$ cat src/rtl/pwlock_pkg.sv
package pwlock_pkg;

    localparam int WORD_W    = 32;
    localparam int MAX_WORDS = 3;
    localparam int LEN_W     = 2;

    typedef enum logic [1:0] {
        REQ_SUP   = 2'd0,
        REQ_USER  = 2'd1,
        REQ_DMA   = 2'd2,
        REQ_DEBUG = 2'd3
    } req_class_e;

    typedef enum logic [1:0] {
        PROT_WR_LOCKED = 2'd0,
        PROT_RW_LOCKED = 2'd1,
        PROT_READ_ONLY = 2'd2,
        PROT_DENY_ALL  = 2'd3
    } prot_e;

    // Permission from protection code, password presence and lock state.
    function automatic logic perm_ok(prot_e code, logic has_pw, logic unlocked, logic is_wr);
        logic ok;
        unique case (code)
            PROT_WR_LOCKED: ok = has_pw ? (is_wr ? unlocked : 1'b1) : 1'b1;
            PROT_RW_LOCKED: ok = has_pw ? unlocked : 1'b1;
            PROT_READ_ONLY: ok = has_pw ? (!is_wr && unlocked) : !is_wr;
            default:        ok = 1'b0;
        endcase
        return ok;
    endfunction

endpackage

$ cat src/rtl/pwlock_pwcheck.sv
module pwlock_pwcheck
    import pwlock_pkg::*;
#(
    parameter int NUM_BLOCKS = 4
) (
    input  logic [NUM_BLOCKS-1:0][LEN_W-1:0]                 cfg_pw_len,
    input  logic [NUM_BLOCKS-1:0][MAX_WORDS-1:0][WORD_W-1:0] cfg_pw_word,
    output logic [NUM_BLOCKS-1:0]                            has_pw
);

    // A password exists when at least one used word is not all ones.
    for (genvar b = 0; b < NUM_BLOCKS; b++) begin : g_blk
        always_comb begin
            has_pw[b] = 1'b0;
            for (int w = 0; w < MAX_WORDS; w++) begin
                if ((w < int'(cfg_pw_len[b])) && (cfg_pw_word[b][w] != '1)) begin
                    has_pw[b] = 1'b1;
                end
            end
        end
    end

endmodule

$ cat src/rtl/pwlock_state.sv
module pwlock_state
    import pwlock_pkg::*;
#(
    parameter int NUM_BLOCKS = 4,
    localparam int BLK_W = (NUM_BLOCKS > 1) ? $clog2(NUM_BLOCKS) : 1
) (
    input  logic                                            clk,
    input  logic                                            rst_n,
    input  logic                                            wr_sel,
    input  logic                                            wr_unlock,
    input  logic [WORD_W-1:0]                               wdata,
    input  logic [NUM_BLOCKS-1:0]                           has_pw,
    input  logic [NUM_BLOCKS-1:0][LEN_W-1:0]                cfg_pw_len,
    input  logic [NUM_BLOCKS-1:0][MAX_WORDS-1:0][WORD_W-1:0] cfg_pw_word,
    output logic [BLK_W-1:0]                                sel_q,
    output logic [NUM_BLOCKS-1:0]                           lock_eff,
    output logic                                            master_locked
);

    typedef struct packed {
        logic [BLK_W-1:0]      sel;
        logic [NUM_BLOCKS-1:0] lock;
        logic [LEN_W-1:0]      idx;
    } state_t;

    state_t st_d, st_q;

    logic              cur_pw;
    logic [LEN_W-1:0]  cur_len;
    logic [WORD_W-1:0] exp_word;

    always_comb begin
        cur_pw   = has_pw[st_q.sel];
        cur_len  = cfg_pw_len[st_q.sel];
        exp_word = (st_q.idx < LEN_W'(MAX_WORDS)) ? cfg_pw_word[st_q.sel][st_q.idx] : '0;
    end

    assign master_locked = has_pw[0] & st_q.lock[0];

    always_comb begin
        st_d = st_q;
        if (wr_sel) begin
            if (!master_locked && (wdata < WORD_W'(NUM_BLOCKS))) begin
                st_d.sel = wdata[BLK_W-1:0];
                st_d.idx = '0;
            end
        end else if (wr_unlock) begin
            if (wdata == '1) begin
                st_d.idx = '0;
                if (st_q.sel == '0) begin
                    st_d.lock = st_q.lock | has_pw;
                end else begin
                    st_d.lock[st_q.sel] = st_q.lock[st_q.sel] | cur_pw;
                end
            end else if (cur_pw) begin
                if (wdata == exp_word) begin
                    if ((st_q.idx + LEN_W'(1)) == cur_len) begin
                        st_d.lock[st_q.sel] = 1'b0;
                        st_d.idx            = '0;
                    end else begin
                        st_d.idx = st_q.idx + LEN_W'(1);
                    end
                end else begin
                    st_d.idx = '0;
                end
            end
        end
    end

    always_ff @(posedge clk) begin
        if (!rst_n) begin
            st_q.sel  <= '0;
            st_q.lock <= has_pw;
            st_q.idx  <= '0;
        end else begin
            st_q <= st_d;
        end
    end

    assign sel_q    = st_q.sel;
    assign lock_eff = st_q.lock & has_pw;

endmodule

$ cat src/rtl/pwlock_perm.sv
module pwlock_perm
    import pwlock_pkg::*;
#(
    parameter int NUM_BLOCKS = 4,
    localparam int BLK_W = (NUM_BLOCKS > 1) ? $clog2(NUM_BLOCKS) : 1
) (
    input  logic [BLK_W-1:0]            acc_blk,
    input  logic                        acc_wr,
    input  logic [1:0]                  acc_cls,
    input  logic [NUM_BLOCKS-1:0][1:0]  cfg_prot,
    input  logic [NUM_BLOCKS-1:0]       cfg_sup_only,
    input  logic [NUM_BLOCKS-1:0]       has_pw,
    input  logic [NUM_BLOCKS-1:0]       lock_eff,
    input  logic                        master_locked,
    output logic                        acc_grant
);

    logic in_range;
    logic priv_ok;
    logic master_ok;

    always_comb begin
        in_range  = (int'(acc_blk) < NUM_BLOCKS);
        priv_ok   = !cfg_sup_only[acc_blk] || (req_class_e'(acc_cls) == REQ_SUP);
        master_ok = (acc_blk == '0) || !master_locked;
        acc_grant = in_range && priv_ok && master_ok &&
                    perm_ok(prot_e'(cfg_prot[acc_blk]), has_pw[acc_blk],
                            !lock_eff[acc_blk], acc_wr);
    end

endmodule

$ cat src/rtl/pwlock_ctrl.sv
module pwlock_ctrl
    import pwlock_pkg::*;
#(
    parameter int NUM_BLOCKS = 4,
    localparam int BLK_W = (NUM_BLOCKS > 1) ? $clog2(NUM_BLOCKS) : 1
) (
    input  logic                                             clk,
    input  logic                                             rst_n,
    input  logic                                             bus_wr,
    input  logic                                             bus_addr,
    input  logic [31:0]                                      bus_wdata,
    output logic [31:0]                                      bus_rdata,
    input  logic [NUM_BLOCKS-1:0][1:0]                       cfg_pw_len,
    input  logic [NUM_BLOCKS-1:0][2:0][31:0]                 cfg_pw_word,
    input  logic [NUM_BLOCKS-1:0][1:0]                       cfg_prot,
    input  logic [NUM_BLOCKS-1:0]                            cfg_sup_only,
    input  logic [BLK_W-1:0]                                 acc_blk,
    input  logic                                             acc_wr,
    input  logic [1:0]                                       acc_cls,
    output logic                                             acc_grant
);

    logic [NUM_BLOCKS-1:0] has_pw;
    logic [NUM_BLOCKS-1:0] lock_eff;
    logic [BLK_W-1:0]      sel_q;
    logic                  master_locked;

    pwlock_pwcheck #(.NUM_BLOCKS(NUM_BLOCKS)) u_pwcheck (
        .cfg_pw_len  (cfg_pw_len),
        .cfg_pw_word (cfg_pw_word),
        .has_pw      (has_pw)
    );

    pwlock_state #(.NUM_BLOCKS(NUM_BLOCKS)) u_state (
        .clk           (clk),
        .rst_n         (rst_n),
        .wr_sel        (bus_wr && !bus_addr),
        .wr_unlock     (bus_wr && bus_addr),
        .wdata         (bus_wdata),
        .has_pw        (has_pw),
        .cfg_pw_len    (cfg_pw_len),
        .cfg_pw_word   (cfg_pw_word),
        .sel_q         (sel_q),
        .lock_eff      (lock_eff),
        .master_locked (master_locked)
    );

    pwlock_perm #(.NUM_BLOCKS(NUM_BLOCKS)) u_perm (
        .acc_blk       (acc_blk),
        .acc_wr        (acc_wr),
        .acc_cls       (acc_cls),
        .cfg_prot      (cfg_prot),
        .cfg_sup_only  (cfg_sup_only),
        .has_pw        (has_pw),
        .lock_eff      (lock_eff),
        .master_locked (master_locked),
        .acc_grant     (acc_grant)
    );

    always_comb begin
        bus_rdata = '0;
        if (bus_addr) begin
            bus_rdata[0] = lock_eff[sel_q];
        end else begin
            bus_rdata[BLK_W-1:0] = sel_q;
        end
    end

endmodule

$ cat config.mk
export PLATFORM = sky130hd
export DESIGN_NAME = pwlock_ctrl
export DESIGN_NICKNAME = d
export VERILOG_FILES = /design/src/rtl/pwlock_pkg.sv /design/src/rtl/pwlock_pwcheck.sv /design/src/rtl/pwlock_state.sv /design/src/rtl/pwlock_perm.sv /design/src/rtl/pwlock_ctrl.sv
export SDC_FILE = /design/constraint.sdc
export NUM_CORES = 1
export LEC_CHECK = 0
export BUFFER_PORTS_ARGS = -buffer_cell sky130_fd_sc_hd__buf_2
export CORE_AREA = 5 5 185 187
export CTS_BUF_LIST = sky130_fd_sc_hd__clkbuf_8
export DETAILED_ROUTE_END_ITERATION = 10
export DIE_AREA = 0 0 190 192
export GPL_ROUTABILITY_DRIVEN = 1
export HOLD_SLACK_MARGIN = 0.15
export SLEW_MARGIN = 20
export SYNTH_ARGS = -nofsm -noshare
export SYNTH_HDL_FRONTEND = slang
export SYNTH_SLANG_ARGS = --single-unit
$ cat constraint.sdc
create_clock -name clk -period 3.1 [get_ports clk]
set_clock_uncertainty 0.1 [all_clocks]
set_input_delay 0.155 -clock clk [delete_from_list [all_inputs] [get_ports clk]]
set_output_delay 0.155 -clock clk [all_outputs]
set_load 0.05 [all_outputs]
* Yosys cells after proc, flatten, opt, wreduce, memory -nomap -nowiden
Cells that the tools add are included.
Word-level totals: register bits after elaboration 8, input bits 445, word-level logic and storage cells 141, output and inout bits 33
Cells by class: reductions and logical operators 35, equal/unequal tests 23, bitwise operators 6, $add $sub $neg 1, magnitude comparators 18, muxes and demuxes 55
Operators by type and width (number):
- 32-bit inequality test, second input constant | 12
- 96-bit binary-select mux with 2-bit select | 1
- 96-bit 2-to-1 mux | 1
- 32-bit binary-select mux with 2-bit select | 1
- 32-bit 2-to-1 mux | 2
- 32-bit == test | 1
- 32-bit == test, second input constant | 1
- 32-bit by 3-bit less-than comparator with 1-bit output, second input constant | 1
- 1-bit 2-to-1 mux | 25
- 6-bit 2-to-1 mux | 4
- 1-bit logical AND | 19
- 1-bit by 2-bit less-than comparator with 1-bit output, first input constant | 8
- 4-bit 2-to-1 mux | 4
- 1-bit binary-select mux with 2-bit select | 6
- 2-bit 2-to-1 mux | 6
- 2-bit by 3-bit less-than comparator with 1-bit output, second input constant | 3
- 3-bit by 1-bit inequality test with 1-bit output, second input constant | 3
- 4-bit AND | 2
- 2-bit binary-select mux with 2-bit select | 2
- 2-bit zero test | 4
- 2-bit less-than comparator, first input constant | 4
- 1-bit zero test | 5
- 5-bit AND reduction | 1
- 4-bit bitwise mux | 1
- 19 further kinds | 21

* Logic depth before layout (Yosys ltp)
depth after elaboration 14, gate-level depth with buffers 14, mapped depth without buffers 9

* Cells and area by module
A second synthesis with hierarchy kept.
Unflattened totals: cells, all modules 762, area, all modules 6361.1 um^2
Modules (own cells, without submodules):
- pwlock_state | seq. area each 200.2 um^2, times used 1, area each 4931.0 um^2, cells an instance 555
- pwlock_pwcheck | seq. area each 0.0 um^2, times used 1, area each 933.4 um^2, cells an instance 140
- pwlock_ctrl | seq. area each 0.0 um^2, times used 1, area each 280.3 um^2, cells an instance 38
- pwlock_perm | seq. area each 0.0 um^2, times used 1, area each 216.5 um^2, cells an instance 29

* Worst setup path after synthesis
Ideal clock, no wire load.
path kind register -> output, start point register u_state.st_q, in the netlist u_state.sel_q[0], end point output bus_rdata[0], slack -0.030 ns, cell stages (with the launch flop) 11, data required time 2.845 ns, path buffers 8, arrival 2.875 ns, path through dfxtp_1 buf_6 buf_12 buf_8 buf_6 buf_4 buf_2 clkbuf_1 buf_1 o221ai_1 a21oi_1
On the way: longest elaborated chain between the ends 3
RTL lines:
- from (decl) | line pwlock_state.sv:26 | state_t st_d, st_q;
- from (signal assigned) | line pwlock_state.sv:76 | st_q <= st_d;
- 1-bit binary-select mux with 2-bit select | line pwlock_ctrl.sv:63 | bus_rdata[0] = lock_eff[sel_q];
- 1-bit 2-to-1 mux (implied by the code) | line pwlock_ctrl.sv:63
- 1-bit 2-to-1 mux (*) | line pwlock_ctrl.sv:62 | if (bus_addr) begin
- to (decl) | line pwlock_ctrl.sv:12 | output logic [31:0] bus_rdata,
Every way passes the cells marked *; elsewhere a longest branch is shown, timed or not. The select of a mux whose other input is x is not followed.

* Worst setup path after layout
start point register u_state.st_q, in the netlist u_state.sel_q[0], end point register u_state.st_q[2] (netlist bit) (enable)
On the way: longest elaborated chain between the ends 8, elaborated cells on any way between the ends 15, those cells by class eq/ne (5); mux (9); reduce/logical (1)
RTL lines:
- 96-bit binary-select mux with 2-bit select | line pwlock_state.sv:35 | exp_word = (st_q.idx < LEN_W'(MAX_WORDS)) ? cfg_pw_word[st_q.sel][st_q.idx] : '0;
- 96-bit 2-to-1 mux (implied by the code) | line pwlock_state.sv:35
- 32-bit binary-select mux with 2-bit select | line pwlock_state.sv:35
- 32-bit 2-to-1 mux (implied by the code) | line pwlock_state.sv:35
- 32-bit 2-to-1 mux | line pwlock_state.sv:35
- 32-bit == test | line pwlock_state.sv:56 | if (wdata == exp_word) begin
- 3-bit by 1-bit inequality test with 1-bit output (no source line)
- 5-bit AND reduction (no source line) (*)
Marked as above. A chain may end at the register's enable or synchronous reset.

==> flow_metrics.tcl <==
set metrics [dict create \
    grt_util_all_layers_pct 25.9 \
    drt_iter0_markers 1009 \
    power.density_nw_per_um2 122 \
    rr_endpoint "u_state.st_q[2]" \
    tightest_slew_ns 0.648 \
    yosys.area.top_type "mux2i_1" \
    grt_pass1_wl_um 69800 \
    final-hold-violation-count 0 \
    top_usage_layer "met2" \
    violations "setup timing" \
    ctsHtreeMaxLevel 1 \
    ys_types 67 \
    grt_max_degree 26 \
    die_y_um 192 \
    whs_ns 0.172 \
    holdPathStages 3 \
    antenna_found_initial 11 \
    status "finished with violations" \
    synth_edf_count 4 \
    holdPathEnd "u_state.sel_q[1]" \
    cts.sinks 8 \
    ys_seq_area_share_pct 3.08 \
    cts_buffers 3 \
    ant_nets 0 \
    syn-mean-instance-area_um2 7.94 \
    maxSlewHeadroom_pct 56.4 \
    p_leak_uw 0.00432 \
    crit_path_max_fanout 8 \
    ys_ff_latch 8 \
    rsz0062_at_grt "yes" \
    yosys_warnings 0 \
    worstSetupStartpointType "register" \
    r2r_setup_slack_ns -0.17 \
    crit_arrival_ns 3.14 \
    cp-end-kind "register" \
    die_x_um 190 \
    finalWirelength_um 51000 \
    grt_use_met1_pct 31.9 \
    fin_tns_setup_ns -0.828 \
    numPortBuffers 447 \
    drive_gt1_share_pct 51.4 \
    clk_pin_slew_worst_paths_ns 0.05 \
    period_share_pct 106 \
    area_delta_synth_final_pct 60.9 \
    grt_remaining_overflow 0 \
    detail_route.vias_per_cell 5.50 \
    die_area_um2 36500 \
    slew_violations 0 \
    synth_ff_type "edfxtp_1" \
    min_path_type "input port to register" \
    rr_startpoint "u_state.sel_q[0]" \
    max_freq_mhz 306 \
    cts_tree "built" \
    gp_congestion 1.01 \
    fin_nets 1804 \
    ir_worst_vdd_mv 0.117 \
    min_from "bus_wdata[1]" \
    synth_top_area_share_pct 23.6 \
    start_util_pct 20.1 \
    synth_area_leaders "mux2i_1 24%, nand4_1 11%, mux4_2 10%" \
    syn_inst 819 \
    required_ns 2.96 \
    setup_viol 6 \
    worstSkewPairLatency_ns 0.24 \
    drt_pass1_iterations 8 \
    vias 9936 \
    grtUsageMet3_pct 4.82 \
    grt_pass1_vias 10100 \
    hpwl_um 45100 \
    fin_crit_ns 3.27 \
    wl_per_cell_um 28.2 \
    cts_hold_buf 0 \
    synth_area_um2 6500 \
    critPathKind "register to register" \
    row_count 66 \
    drc_errors 0 \
    met2_usage_pct 46.0 \
    reg2reg_depth 11 \
    layout_setup_ws_ns -0.172 \
    async_flop_share_pct 0 \
    pin_count 478 \
    core-area_um2 32300 \
    cap_viol_max_count 0 \
    clk_path_buf_depth 2 \
    root_buffer "clkbuf_8" \
]
worst max-delay path, stage by stage, from the launching register on:
cell	delay (ns)
dfxtp_4	0.40
buf_12	0.17
buf_12	0.15
mux4_2	0.40
nand2_1	0.08
o311a_1	0.14
or4_4	0.51
nor4bb_4	0.30
nand4_1	0.18
nor4_2	0.27
buf_4	0.17
a211o_1	0.11
area by class of cell:
class | count | area (um^2)
multi-input cells | 725 | 5930
fillers | 3550 | 21800
diodes | 6 | 15.0
repair buffers | 588 | 3600
well taps | 442 | 553
clock buffers | 3 | 41.3
inverters | 32 | 120
clock inverters | 1 | 3.75
flip-flops and latches | 8 | 205
worst max path at each step:
stage,start,to,slack [ns]
CTS,u_state.sel_q[0],u_state.st_q[2],-0.16
global placement,u_state.sel_q[0],u_state.st_q[2],-0.45
floorplan,u_state.sel_q[0],u_state.st_q[3],0.007
finish,u_state.sel_q[0],u_state.st_q[2],-0.17
global route,u_state.sel_q[0],u_state.st_q[2],-0.25
detailed placement,u_state.sel_q[0],u_state.st_q[2],-0.45
what timing repair did:
| action | 4_1_cts | 5_1_grt |
|---|---|---|
| pin swaps | 18 | 11 |
| endpoints found under the setup margin | 6 | 6 |
| gates cloned | 5 | 0 |
| gates resized for setup | 55 | 26 |
| buffers inserted | 18 | 1 |
report_power, final:
part / switching (uW) / internal [uW] / total [uW] / leakage (uW)
registers: 4.32 / 115 / 119 / 0.0000721
logic: 595 / 417 / 1010 / 0.00422
clock network: 55.8 / 87.1 / 143 / 0.0000269
total: 655 / 619 / 1270 / 0.00432
kinds of logic (layout without fill, tap and decap cells):
logic type / count (synthesis) / in the layout / share of synthesized area [%]
flip-flops: 8 / 8 / 3.08
other: 1 / 36 / 0.0577
buffers and inverters: 115 / 624 / 11.0
multiplexers: 199 / 199 / 38.0
AO/OA/AOI/OAI: 193 / 193 / 21.6
adder cells (fa/ha/maj): 2 / 2 / 0.346
XOR/XNOR: 3 / 3 / 0.404
AND/OR/NAND/NOR: 298 / 298 / 25.5
layout by cell type, fill, tap and decap left out, types with 25 or more instances in the layout:
| master | netlist | layout |
|---|---|---|
| nand2_1 | 64 | 63 |
| conb_1 | 1 | 30 |
| nand3_1 | 26 | 25 |
| mux2i_1 | 153 | 142 |
| nor4_1 | 41 | 41 |
| buf_2 | 8 | 447 |
| a22oi_1 | 58 | 50 |
| buf_4 | 39 | 113 |
| nand4_1 | 115 | 115 |
| mux4_2 | 30 | 34 |
| inv_1 | 31 | 32 |
flip-flops by register name, summed over array words and instances, names as in the netlist:
register       count
u_state.st_q       6
u_state.sel_q      2
Yosys cell counts (8+ instances only):
| cell | n |
|---|---|
| a21boi_0 | 9 |
| a21oi_1 | 19 |
| a22oi_1 | 58 |
| a31o_2 | 11 |
| buf_2 | 8 |
| buf_4 | 39 |
| buf_6 | 9 |
| clkbuf_1 | 18 |
| inv_1 | 31 |
| mux2_2 | 10 |
| mux2i_1 | 153 |
| mux4_2 | 30 |
| nand2_1 | 64 |
| nand3_1 | 26 |
| nand4_1 | 115 |
| nor2_1 | 18 |
| nor4_1 | 41 |
| o21ai_0 | 21 |
| o221ai_1 | 8 |
| o22ai_1 | 12 |
through the flow:
stage	power (uW)	instance area (um^2)	setup WS, ns	std cells	util (%)
2_1_floorplan	507	6610	0.00736	848	-
3_3_place_gp	1080	9810	-0.453	1777	30.4
3_5_place_dp	1080	9810	-0.446	1777	30.4
4_1_cts	1250	10400	-0.155	1800	32.1
5_1_grt	1320	10500	-0.249	1805	32.4
6_report	1270	10500	-0.172	1805	32.4
routing by layer:
layer / share of wire, % / routed length [um] / up-vias
met3: 8.5 / 4330 / 88
li1: - / - / 4431
met4: 3.3 / 1690 / 4
met1: 39 / 19900 / 4728
met5: 0.041 / 21 / -
met2: 49 / 25000 / 685
Note: power is estimated with default switching activity, not from simulation.
